## src/rtl/i2c_tg_pkg.sv

```systemverilog
package i2c_tg_pkg;
  typedef enum logic [1:0] {
    PH_IDLE = 2'd0,
    PH_LOW  = 2'd1,
    PH_HIGH = 2'd2
  } tg_phase_e;
endpackage

```

## src/rtl/tg_line_sync.sv

```systemverilog
module tg_line_sync #(
  parameter int STAGES = 2
) (
  input  logic clk,
  input  logic rst_n,
  input  logic d,
  output logic q
);
  generate
    if (STAGES == 0) begin : g_bypass
      assign q = d;
    end else begin : g_chain
      logic [STAGES-1:0] sr;
      always_ff @(posedge clk or negedge rst_n) begin
        if (!rst_n) begin
          sr <= '1;
        end else begin
          sr[0] <= d;
          for (int i = 1; i < STAGES; i++) sr[i] <= sr[i-1];
        end
      end
      assign q = sr[STAGES-1];
    end
  endgenerate
endmodule

```

## src/rtl/tg_phase_len.sv

```systemverilog
module tg_phase_len #(
  parameter int LO_W  = 7,
  parameter int HI_W  = 2,
  parameter int CNT_W = 8,
  parameter int LEN_W = 10
) (
  input  logic             fast_mode,
  input  logic [LO_W-1:0]  div_lo,
  input  logic [HI_W-1:0]  div_hi,
  input  logic [CNT_W-1:0] fast_low,
  input  logic [CNT_W-1:0] fast_high,
  input  logic [CNT_W-1:0] fast_hold,
  output logic [LEN_W-1:0] low_len,
  output logic [LEN_W-1:0] high_len,
  output logic [LEN_W-1:0] hold_pt,
  output logic [LEN_W-1:0] mid_pt
);
  localparam int DIV_W = LO_W + HI_W;

  logic [DIV_W-1:0] div_raw, div_eff;
  logic [CNT_W-1:0] fl_eff, fh_eff;
  logic [LEN_W-1:0] std_len, f_low_len, f_high_len, f_hold_ext;

  always_comb begin
    div_raw    = {div_hi, div_lo};
    div_eff    = (div_raw == '0) ? DIV_W'(1) : div_raw;
    fl_eff     = (fast_low  == '0) ? CNT_W'(1) : fast_low;
    fh_eff     = (fast_high == '0) ? CNT_W'(1) : fast_high;
    std_len    = LEN_W'(div_eff) << 1;
    f_low_len  = LEN_W'(fl_eff) << 1;
    f_high_len = LEN_W'(fh_eff) << 1;
    f_hold_ext = LEN_W'(fast_hold);

    if (fast_mode) begin
      low_len  = f_low_len;
      high_len = f_high_len;
      hold_pt  = (f_hold_ext >= f_low_len) ? (f_low_len - LEN_W'(1)) : f_hold_ext;
    end else begin
      low_len  = std_len;
      high_len = std_len;
      hold_pt  = LEN_W'(div_eff);
    end
    mid_pt = high_len >> 1;
  end
endmodule

```

## src/rtl/tg_phase_fsm.sv

```systemverilog
module tg_phase_fsm
  import i2c_tg_pkg::*;
#(
  parameter int LEN_W = 10,
  parameter int SYNC  = 2
) (
  input  logic             clk,
  input  logic             rst_n,
  input  logic             run,
  input  logic             line_hi,
  input  logic [LEN_W-1:0] low_len,
  input  logic [LEN_W-1:0] high_len,
  input  logic [LEN_W-1:0] hold_pt,
  input  logic [LEN_W-1:0] mid_pt,
  output logic             scl_out,
  output logic             sda_chg_stb,
  output logic             sample_stb
);
  localparam logic [LEN_W-1:0] SYNC_L = LEN_W'(SYNC);
  localparam logic [LEN_W-1:0] ONE    = LEN_W'(1);

  tg_phase_e        phase_q, phase_d;
  logic [LEN_W-1:0] cnt_q, cnt_d;
  logic             advance, low_done, high_done;

  always_comb begin
    advance   = (cnt_q < SYNC_L) || line_hi;
    low_done  = cnt_q >= (low_len - ONE);
    high_done = cnt_q >= (high_len - ONE);
    phase_d   = phase_q;
    cnt_d     = cnt_q;
    case (phase_q)
      PH_IDLE: begin
        phase_d = PH_LOW;
        cnt_d   = '0;
      end
      PH_LOW: begin
        if (low_done) begin
          phase_d = PH_HIGH;
          cnt_d   = '0;
        end else begin
          cnt_d = cnt_q + ONE;
        end
      end
      PH_HIGH: begin
        if (advance) begin
          if (high_done) begin
            phase_d = PH_LOW;
            cnt_d   = '0;
          end else begin
            cnt_d = cnt_q + ONE;
          end
        end
      end
      default: begin
        phase_d = PH_IDLE;
        cnt_d   = '0;
      end
    endcase
    if (!run) begin
      phase_d = PH_IDLE;
      cnt_d   = '0;
    end
  end

  always_ff @(posedge clk or negedge rst_n) begin
    if (!rst_n) begin
      phase_q <= PH_IDLE;
      cnt_q   <= '0;
    end else begin
      phase_q <= phase_d;
      cnt_q   <= cnt_d;
    end
  end

  assign scl_out     = (phase_q != PH_LOW);
  assign sda_chg_stb = run && (phase_q == PH_LOW) && (cnt_q == hold_pt);
  assign sample_stb  = run && (phase_q == PH_HIGH) && advance && (cnt_q == mid_pt);

  assert_idle_release_R10: assert property (@(posedge clk) disable iff (!rst_n)
    !run |=> scl_out)
    else $error("scl not released after run dropped");

  assert_low_to_high_R2: assert property (@(posedge clk) disable iff (!rst_n)
    (run && phase_q == PH_LOW && low_done) |=> (phase_q == PH_HIGH))
    else $error("low phase did not end on its count");

  assert_min_low_R5: assert property (@(posedge clk) disable iff (!rst_n)
    (run && $rose(phase_q == PH_LOW)) |=> (phase_q == PH_LOW))
    else $error("low phase shorter than two clocks");

  assert_stretch_freeze_R9: assert property (@(posedge clk) disable iff (!rst_n)
    (run && phase_q == PH_HIGH && cnt_q >= SYNC_L && !line_hi)
      |=> (phase_q == PH_HIGH && $stable(cnt_q)))
    else $error("high counter moved while line held low");

  assert_cnt_step_R9: assert property (@(posedge clk) disable iff (!rst_n)
    (phase_q == PH_HIGH && $past(phase_q) == PH_HIGH)
      |-> (cnt_q == $past(cnt_q) || cnt_q == $past(cnt_q) + ONE))
    else $error("high counter jumped");

  assert_hold_inside_R6: assert property (@(posedge clk) disable iff (!rst_n)
    run |-> (hold_pt < low_len))
    else $error("hold point outside low phase");
endmodule

```

## src/rtl/i2c_scl_timegen.sv

```systemverilog
module i2c_scl_timegen #(
  parameter int DIV_LO_W    = 7,
  parameter int DIV_HI_W    = 2,
  parameter int FCNT_W      = 8,
  parameter int SYNC_STAGES = 2
) (
  input  logic                clk,
  input  logic                rst_n,
  input  logic                run,
  input  logic                fast_mode,
  input  logic [DIV_LO_W-1:0] div_lo,
  input  logic [DIV_HI_W-1:0] div_hi,
  input  logic [FCNT_W-1:0]   fast_low,
  input  logic [FCNT_W-1:0]   fast_high,
  input  logic [FCNT_W-1:0]   fast_hold,
  input  logic                scl_in,
  output logic                scl_out,
  output logic                sda_chg_stb,
  output logic                sample_stb
);
  localparam int DIV_W = DIV_LO_W + DIV_HI_W;
  localparam int LEN_W = ((DIV_W > FCNT_W) ? DIV_W : FCNT_W) + 1;

  logic             line_hi;
  logic [LEN_W-1:0] low_len, high_len, hold_pt, mid_pt;

  tg_line_sync #(.STAGES(SYNC_STAGES)) u_sync (
    .clk   (clk),
    .rst_n (rst_n),
    .d     (scl_in),
    .q     (line_hi)
  );

  tg_phase_len #(
    .LO_W  (DIV_LO_W),
    .HI_W  (DIV_HI_W),
    .CNT_W (FCNT_W),
    .LEN_W (LEN_W)
  ) u_len (
    .fast_mode (fast_mode),
    .div_lo    (div_lo),
    .div_hi    (div_hi),
    .fast_low  (fast_low),
    .fast_high (fast_high),
    .fast_hold (fast_hold),
    .low_len   (low_len),
    .high_len  (high_len),
    .hold_pt   (hold_pt),
    .mid_pt    (mid_pt)
  );

  tg_phase_fsm #(.LEN_W(LEN_W), .SYNC(SYNC_STAGES)) u_fsm (
    .clk         (clk),
    .rst_n       (rst_n),
    .run         (run),
    .line_hi     (line_hi),
    .low_len     (low_len),
    .high_len    (high_len),
    .hold_pt     (hold_pt),
    .mid_pt      (mid_pt),
    .scl_out     (scl_out),
    .sda_chg_stb (sda_chg_stb),
    .sample_stb  (sample_stb)
  );
endmodule

```

## config.mk

```make
export PLATFORM = sky130hd
export DESIGN_NAME = i2c_scl_timegen
export DESIGN_NICKNAME = d
export VERILOG_FILES = /design/src/rtl/i2c_tg_pkg.sv /design/src/rtl/tg_line_sync.sv /design/src/rtl/tg_phase_len.sv /design/src/rtl/tg_phase_fsm.sv /design/src/rtl/i2c_scl_timegen.sv
export SDC_FILE = /design/constraint.sdc
export NUM_CORES = 1
export LEC_CHECK = 0
export ABC_CLOCK_PERIOD_IN_PS = 5400
export BUFFER_PORTS_ARGS = -buffer_cell sky130_fd_sc_hd__buf_2
export CAP_MARGIN = 20
export CORE_MARGIN = 8
export CORE_UTILIZATION = 50
export CTS_BUF_LIST = sky130_fd_sc_hd__clkbuf_8 sky130_fd_sc_hd__clkbuf_16
export CTS_CLUSTER_DIAMETER = 50
export DETAILED_ROUTE_END_ITERATION = 12
export PLACE_DENSITY_LB_ADDON = 0.25
export SYNTH_ARGS = -nofsm -noshare
export SYNTH_HDL_FRONTEND = slang
export SYNTH_HIERARCHICAL = 1
export SYNTH_SLANG_ARGS = --single-unit
```

## constraint.sdc

```tcl
create_clock -name clk -period 5.4 [get_ports clk]
set_clock_uncertainty 0.2 [all_clocks]
set_input_delay 1.08 -clock clk [delete_from_list [all_inputs] [get_ports clk]]
set_output_delay 1.08 -clock clk [all_outputs]
set_load 0.005 [all_outputs]
```

-- After elaboration in Yosys (flattened, before gate mapping)
Index checks and enable logic that the tools add are counted.
W data, S select, Z words.
- register bits after elaboration: 14
- bits in latches: 0
- memory bits (writable): 0
- memory bits (read-only): 0
- bits of input ports: 38
- output and inout port bits: 3
- logic and storage cells: 47
- memories kept: 0
- add/sub/neg operators: 4
- multiply operators: 0
- div/mod/pow operators: 0
- magnitude comparators: 4
- equal/unequal tests: 8
- shift operators: 0
- muxes and demuxes: 17
- bitwise operators: 0
- reductions and logical operators: 11
- operator list (operator ; number):
    $mux W10 ; 8
    $ge A10 B10 Y1 ; 2
    $pmux W10 S2 ; 1
    $sub A10 B1 Y10 const B ; 2
    $logic_not A8 Y1 ; 2
    $mux W8 ; 2
    $add A10 B1 Y10 const B ; 1
    $eq A10 B10 Y1 ; 1
    $eq A10 B9 Y1 ; 1
    $lt A10 B2 Y1 const B ; 1
    $sub A9 B1 Y10 const B ; 1
    $ge A8 B9 Y1 ; 1
    $logic_not A9 Y1 ; 1
    $mux W9 ; 1
    $ne A3 B2 Y1 const B ; 3
    $mux W2 ; 4
    $pmux W2 S3 ; 1
    $logic_and A1 B1 Y1 ; 5
    $reduce_and A3 Y1 ; 1
    $eq A2 B1 Y1 const B ; 1
    $eq A2 B2 Y1 const B ; 1
    $logic_not A2 Y1 ; 1
    $ne A2 B1 Y1 const B ; 1
    $logic_or A1 B1 Y1 ; 1

-- Depth between registers and ports, before layout
Gate-level depths: netlist (run 1).
- word-level depth: 9
- mapped depth: 18
- depth with buffers taken out: 16

-- Modules after synthesis
Netlist (run 1), hierarchy kept.
- modules (own cells, without submodules) (module ; instances ; cells each ; area each (um2) ; sequential area each (um2)):
    tg_phase_fsm ; 1 ; 220 ; 1788.0 ; 300.3
    tg_phase_len ; 1 ; 125 ; 803.3 ; 0.0
    tg_line_sync ; 1 ; 2 ; 52.6 ; 52.6

-- Worst setup path before layout (run 1)
OpenSTA, ideal clock, no wires.
- path type: input -> register
- from: input fast_mode
- to: register u_fsm.cnt_q[9]
- setup time: 126 ps
- arrival time: 4327 ps
- data required time: 5074 ps
- setup slack: 747 ps
- stages: 17
- path buffers: 3
- cells stage by stage: buf_4 > inv_2 > clkbuf_1 > o21ai_0 > or3_1 > or3_1 > nor3_1 > nand2_1 > xor2_1 > ha_1 > nand4_1 > nor2_1 > a211oi_1 > a32oi_1 > clkbuf_1 > nor2_1 > a221o_1
- elaborated cells on any way between the ends: 11
- classes of those cells: 2 x add/sub; 2 x order compare; 7 x mux
- RTL lines (what ; RTL line ; RTL):
    start: declaration ; i2c_scl_timegen.sv:10 ; input logic fast_mode,
    $mux W10 ; tg_phase_len.sv:34 ; if (fast_mode) begin
    via low_len[3] ; i2c_scl_timegen.sv:25 ; logic [LEN_W-1:0] low_len, high_len, hold_pt, mid_pt;
    $sub A10 B1 Y10 ; tg_phase_fsm.sv:28 ; low_done = cnt_q >= (low_len - ONE);
    $ge A10 B10 Y1 ; tg_phase_fsm.sv:28 ;
    $mux W10 ; tg_phase_fsm.sv:38 ; if (low_done) begin
    $pmux W10 S2 ; tg_phase_fsm.sv:32 ; case (phase_q)
    $mux W10 ; tg_phase_fsm.sv:60 ; if (!run) begin
    end signal: assignment ; tg_phase_fsm.sv:72 ; cnt_q <= cnt_d;
    end: declaration ; tg_phase_fsm.sv:23 ; logic [LEN_W-1:0] cnt_q, cnt_d;
The timed path passes the listed nets, and every way through them passes these cells. The select of a mux whose other input is x is not followed.
A chain may end at the register's enable or synchronous reset.

-- Worst setup path after layout (run 1)
- from: input fast_low[4]
- to: output sda_chg_stb
- word-level cells in the longest chain between the ends: 7
- elaborated cells on any way between the ends: 8
- classes of those cells: 1 x add/sub; 1 x order compare; 1 x eq/ne; 3 x mux; 2 x reduce/logical
- RTL lines (what ; RTL line ; RTL):
    start: declaration ; i2c_scl_timegen.sv:13 ; input logic [FCNT_W-1:0] fast_low,
    $logic_not A8 Y1 ; tg_phase_len.sv:27 ; fl_eff = (fast_low == '0) ? CNT_W'(1) : fast_low;
    $mux W8 * ; tg_phase_len.sv:27 ;
    $sub A9 B1 Y10 or $ge A8 B9 Y1 (tied branches) ; tg_phase_len.sv:37 ; hold_pt = (f_hold_ext >= f_low_len) ? (f_low_len - LEN_W'(1)) : f_hold_ext;
    $mux W10 * ; tg_phase_len.sv:37 ;
    $mux W10 * ; tg_phase_len.sv:34 ;
    via hold_pt[1] ; i2c_scl_timegen.sv:25 ;
    $eq A10 B10 Y1 * ; tg_phase_fsm.sv:77 ; assign sda_chg_stb = run && (phase_q == PH_LOW) && (cnt_q == hold_pt);
    $logic_and A1 B1 Y1 * ; tg_phase_fsm.sv:77 ;
    end: declaration ; i2c_scl_timegen.sv:18 ; output logic sda_chg_stb,
Mark *: on every way through the listed nets, which the timed path passes. The rest lies on a longest branch.

==> results.json, run 1 <==
{
  "path_cells": "buf_2 -> nor4_2 -> a21o_1 -> ha_1 -> nand2b_1 -> a21oi_2 -> o21a_2 -> nor2_4 -> o311ai_1 -> xor2_1 -> nor4_1 -> nand4_1 -> nor4_1 -> buf_2",
  "grt_pass1_wl_um": 11720,
  "routedWlPerCell_um": 15.81,
  "holdBufCountCts": 0,
  "cts_made_buffers": 3,
  "yosysWarningCount": 6,
  "grt_pass1_vias": 2513,
  "cap_violations": 0,
  "numPortBuffers": 40,
  "chipWidth_um": 88.72,
  "grt_overflow": 0,
  "slew_headroom": 0.3400,
  "hold_viol": 0,
  "cp.required_ns": 4.12,
  "drive_above_1_share": 0.1826,
  "synth_area_mm2": 0.002644,
  "min_from": "u_sync/g_chain.sr[0]",
  "cts_resized": 0,
  "setup_ws_ns": 0.2073,
  "period_minus_slack_ns": 5.193,
  "htreeDepth": 1,
  "rows": 26,
  "async_flop_share": 1.000,
  "hold_end": "u_sync/g_chain.sr[1]",
  "ctsLongestPathBuffers": 2,
  "hold_path_depth": 0,
  "dieArea_mm2": 0.007870,
  "grt_max_degree": 19,
  "slowest_stage": "nor4_1",
  "worstPathArrival_ns": 3.91,
  "reg2reg_slack_ns": 2.40,
  "drcViolationCount": 0,
  "path_class": "in -> out",
  "clk_pin_slew_ns": 0.05,
  "syn_avg_cell_area_um2": 7.619,
  "die_h_um": 88.72,
  "nets": 442,
  "tritoncts": "done",
  "synth_cell_type_count": 54,
  "pin_count": 41,
  "clock_latency_ns": 0.24,
  "ant_nets": 0,
  "rr_worst_depth": 7,
  "track_usage": 0.1857,
  "core-area_mm2": 0.005107,
  "start_util": 0.5176,
  "endpoint_kind": "output pin",
  "syn_inst": 347,
  "peakVddDrop_uv": 95.25,
  "root_buffer": "clkbuf_8",
  "post_cts_buffers": 0,
  "run_status": "finished, final reports clean",
  "antenna_found_initial": 0,
  "cp-start-kind": "input pin",
  "ys_seq_elements": 14,
  "worstMarginPinSlew_ns": 0.9900,
  "diodes": 0,
  "wirelength_um": 6908,
  "num_vias": 2515,
  "synth_ff_type": "dfrtp_1",
  "clock_sinks": 14,
  "worst_path_largest_cell_delay_ns": 0.36,
  "ys_seq_area_frac": 0.1335,
  "place_ws_ns": 0.2204,
  "r2r_start": "u_fsm/cnt_q[5]",
  "setup_violations": 0,
  "path_max_fanout": 7,
  "drt_iter0_drc": 116,
  "yosysTopAreaCell": "ha_1",
  "tns_ns": 0,
  "hpwlAfterDp_um": 5749,
  "via_per_inst": 5.755,
  "fmaxAchievable_mhz": 192.6,
  "synth_edf_count": 0,
  "min_path_type": "reg -> reg",
  "regToRegEndpoint": "u_fsm/cnt_q[7]",
  "fin_crit_sh": 0.9616,
  "cellPowerDensity_mw_per_mm2": 126.9,
  "leakage_nw": 1.299,
  "slew_viol_final": 0,
  "gp_congestion": 0.9068,
  "detail_route.first_pass.iterations": 4,
  "area_growth_pct": 6.910,
  "ys_top_cells_by_area": "ha_1 17%, dfrtp_1 11%, xnor2_1 7.0%, nand2_1 6.2%, xor2_1 6.0%",
  "yosysTopAreaCellShare": 0.1656,
  "rsz0062_at_grt": "false"
}
## registers in the layout (all words and copies together), names as in the netlist
name	flops
u_fsm/cnt_q	10
u_sync/g_chain.sr	2
u_fsm/phase_q	2
## layer usage
layer,GRT usage,up-vias,part of all wire
li1,-,1265,-
met1,0.2421,1182,0.47
met2,0.3113,62,0.47
met3,0.03528,6,0.048
met4,0.02765,0,0.0067
met5,0,-,0
## how the worst max path moves through the flow
stage	start	to	slack [ns]	cells after the start
floorplan	fast_mode	u_fsm/cnt_q[9]	0.75	17
global placement	fast_low[4]	sda_chg_stb	0.33	14
detailed placement	fast_low[4]	sda_chg_stb	0.22	14
CTS	fast_low[4]	sda_chg_stb	0.21	14
global route	fast_low[4]	sda_chg_stb	0.02	14
finish	fast_low[4]	sda_chg_stb	0.21	14
## final cells by class
class / instances / area (um^2)
multi-input cells: 285 / 2036
repair buffers: 44 / 230.2
clock buffers: 3 / 41.29
fillers: 518 / 2281
well taps: 70 / 87.58
inverters: 21 / 78.83
flip-flops and latches: 14 / 352.8
## where the power goes
part	total (W)	leakage, nW	internal [W]	switching (W)
registers	0.000112	0.187	0.000108	0.00000319
clock network	0.0000815	0.0216	0.0000491	0.0000324
logic	0.000166	1.09	0.0000675	0.0000981
total	0.000359	1.30	0.000225	0.000134
## cells in the final DEF, fill, tap and decap left out, types with 2 or more instances in the layout
| cell type | instances |
|---|---|
| a211oi_1 | 3 |
| a21o_1 | 5 |
| a21oi_1 | 14 |
| a221o_1 | 3 |
| and3_1 | 5 |
| buf_2 | 40 |
| buf_4 | 4 |
| clkbuf_8 | 3 |
| conb_1 | 3 |
| dfrtp_1 | 12 |
| dfstp_2 | 2 |
| ha_1 | 35 |
| inv_1 | 19 |
| inv_2 | 2 |
| mux2i_1 | 2 |
| nand2_1 | 44 |
| nand2b_1 | 9 |
| nand3_1 | 9 |
| nand4_1 | 11 |
| nor2_1 | 19 |
| nor2b_1 | 2 |
| nor3_1 | 19 |
| nor4_1 | 7 |
| nor4_2 | 2 |
| o211ai_1 | 2 |
| o21ai_0 | 10 |
| o21ai_1 | 3 |
| o21bai_1 | 3 |
| o2bb2ai_2 | 4 |
| o311ai_1 | 4 |
| o311ai_2 | 2 |
| o31ai_1 | 6 |
| or3_1 | 2 |
| or3_4 | 2 |
| xnor2_1 | 21 |
| xor2_1 | 18 |
## worst max-delay path: cells and delay by family
kind,cells,cell delay (ns)
buffers and inverters,2,0.33
AO/OA/AOI/OAI,4,0.67
adder cells (fa/ha/maj),1,0.25
XOR/XNOR,1,0.16
AND/OR/NAND/NOR,6,1.41
## cells in the mapped netlist (all sizes together), types with 6 or more instances
master  number
nand4       11
o21ai       14
ha          35
dfrtp       12
o31ai        6
inv         21
xnor2       21
a21oi       15
nor2        20
o311ai       6
nand3        9
xor2        18
nand2b       9
buf         24
nor4         9
nor3        20
nand2       44
## cells by family (layout without fill, tap and decap cells)
kind of cell	after synthesis	in the layout	synth area share
AOI/OAI and AO/OA	66	66	0.1869
xor gates and xnor gates	39	39	0.1292
DFF	14	14	0.1335
buffers and inverters	50	68	0.09938
and+or+nand+nor	140	140	0.2764
muxes	2	2	0.007572
adders and majority gates	35	35	0.1656
other	1	3	0.001418
## through the flow
stage | power, W | hold slack (ns) | instances | cell area (um^2) | utilization
2_1_floorplan | 0.0002356 | 0.1452 | 349 | 2651 | -
3_3_place_gp | 0.0002748 | 0.1571 | 434 | 2785 | 0.5453
3_5_place_dp | 0.0002774 | 0.1581 | 434 | 2785 | 0.5453
4_1_cts | 0.0003628 | 0.1676 | 437 | 2826 | 0.5534
5_1_grt | 0.0003910 | 0.1770 | 437 | 2826 | 0.5534
6_report | 0.0003587 | 0.1689 | 437 | 2826 | 0.5534
Power figures use the tool's default switching activity.
==> run 2: changes to the inputs <==
Settings changed: ABC_CLOCK_PERIOD_IN_PS 5400 to 6750.
Clock period 5.4 ns to 6.75 ns, I/O delays scaled along.
==> run 2 against run 1 <==
Compared with the run above: sequential power decreased by 20%; wire length is 0.51% higher; first-iteration DRC count rose by 0.86%; global-route usage shrank 0.27 points; highest routed layer unchanged; largest cell class unchanged; combinational power is 21% lower.
==> results.json, run 2 (synthesis gave the netlist of run 1 again) <==
{
  "nets": 438,
  "cap_violations": 0,
  "tritoncts": "done",
  "period_minus_slack_ns": 5.791,
  "tns_ns": 0,
  "multi_input_area_mm2": 0.002036,
  "drt_iter0_drc": 117,
  "reg.largest.list": "u_fsm/cnt_q x10, u_fsm/phase_q x2, u_sync/g_chain.sr x2",
  "chipWidth_um": 88.72,
  "clock_latency_ns": 0.24,
  "rsz0062_at_grt": "false",
  "detail_route.first_pass.iterations": 4,
  "pin_count": 41,
  "leakage_nw": 1.279,
  "dieArea_mm2": 0.007870,
  "grt_pass1_vias": 2387,
  "hpwlAfterDp_um": 5776,
  "final_common_cell": "nand2_1",
  "slew_viol_final": 0,
  "cts_resized": 0,
  "run_status": "finished, final reports clean",
  "endpoint_kind": "output pin",
  "regMostFlops": "u_fsm/cnt_q",
  "peakVddDrop_uv": 52.57,
  "r2r_start": "u_fsm/cnt_q[5]",
  "stdcell_count": 433,
  "cp-start-kind": "input pin",
  "regArea_um2": 352.8,
  "rows": 26,
  "startpoint": "fast_low[4]",
  "fin_crit_sh": 0.8579,
  "post_cts_buffers": 0,
  "rr_worst_depth": 7,
  "path_max_fanout": 7,
  "htreeDepth": 1,
  "clock_sinks": 14,
  "min_from": "u_sync/g_chain.sr[0]",
  "grt_overflow": 0,
  "ctsLongestPathBuffers": 2,
  "setup_violations": 0,
  "diodes": 0,
  "largest_reg_flops": 10,
  "via_per_inst": 5.734,
  "core-area_mm2": 0.005107,
  "slew_headroom": 0.3197,
  "path_class": "in -> out",
  "holdBufCountCts": 0,
  "die_h_um": 88.72,
  "clk_pin_slew_ns": 0.05,
  "grt_pass1_wl_um": 11510,
  "drive_above_1_share": 0.1736,
  "drcViolationCount": 0,
  "worstMarginPinSlew_ns": 1.020,
  "finalPower_w": 0.0002880,
  "root_buffer": "clkbuf_8",
  "numPortBuffers": 40,
  "area_growth_pct": 5.774,
  "num_vias": 2483,
  "n_fill_cell": 520,
  "worstPathArrival_ns": 4.24,
  "cts_made_buffers": 3,
  "cellPowerDensity_mw_per_mm2": 103.0,
  "start_util": 0.5176,
  "hold_path_depth": 0,
  "dp.cells": 430,
  "gp_congestion": 0.8906,
  "ant_nets": 0,
  "layout_common_cells": "44 x nand2_1, 40 x buf_2, 35 x ha_1, 21 x xnor2_1",
  "fmaxAchievable_mhz": 172.7,
  "wirelength_um": 6943,
  "track_usage": 0.1830,
  "min_path_type": "reg -> reg",
  "grt_max_degree": 24,
  "antenna_found_initial": 0,
  "routedWlPerCell_um": 16.03,
  "hold_viol": 0,
  "cp.required_ns": 5.20
}
run 2: through the flow:
stage	area, um^2	hold WS [ns]	setup WS, ns	utilization
CTS	2796	0.1681	0.9844	0.5475
global placement	2755	0.1596	1.028	0.5394
finish	2796	0.1675	0.9589	0.5475
detailed placement	2755	0.1576	0.9981	0.5394
global route	2796	0.1691	0.6973	0.5475
floorplan	2651	0.1452	1.564	-
run 2: where the power goes:
group,internal (W),total [W],switching [W]
Combinational,0.0000526,0.000131,0.0000788
Sequential,0.0000867,0.0000894,0.00000271
Clock,0.0000394,0.0000671,0.0000277
Total,0.000179,0.000288,0.000109
run 2: cell type report:
type / instances / share of cell area
Tap cell: 70 / 0.03132
Timing Repair Buffer: 40 / 0.07159
Inverter: 21 / 0.02819
Clock buffer: 3 / 0.01477
Sequential cell: 14 / 0.1262
Multi-Input combinational cell: 285 / 0.7280
run 2: worst max-delay path: stages:
cell and delay (ns):
buf_2 0.14, nor4_2 0.42, a21o_1 0.24, ha_1 0.25, nand2b_1 0.09, a21oi_2 0.07
o21a_2 0.24, nor2_4 0.17, o311ai_1 0.12, xor2_1 0.16, nor4_1 0.32, nand4_1 0.13
nor4_1 0.34, buf_2 0.18
run 2: worst paths after layout:
check / end / slack (ns)
setup reg to reg: u_fsm/cnt_q[6] / 3.75
min in group asynchronous: u_fsm/cnt_q[5] / 0.79
hold / removal: u_sync/g_chain.sr[1] / 0.17
max in group asynchronous: u_sync/g_chain.sr[1] / 5.27
setup / recovery: sda_chg_stb / 0.96
hold reg to reg: u_sync/g_chain.sr[1] / 0.17
run 2: per-layer routing:
| layer | wire length (um) | GRT usage |
|---|---|---|
| met1 | 3191 | 0.2470 |
| met2 | 3263 | 0.3053 |
| met3 | 470 | 0.02786 |
| met4 | 18 | 0.01843 |
| met5 | 0 | 0 |
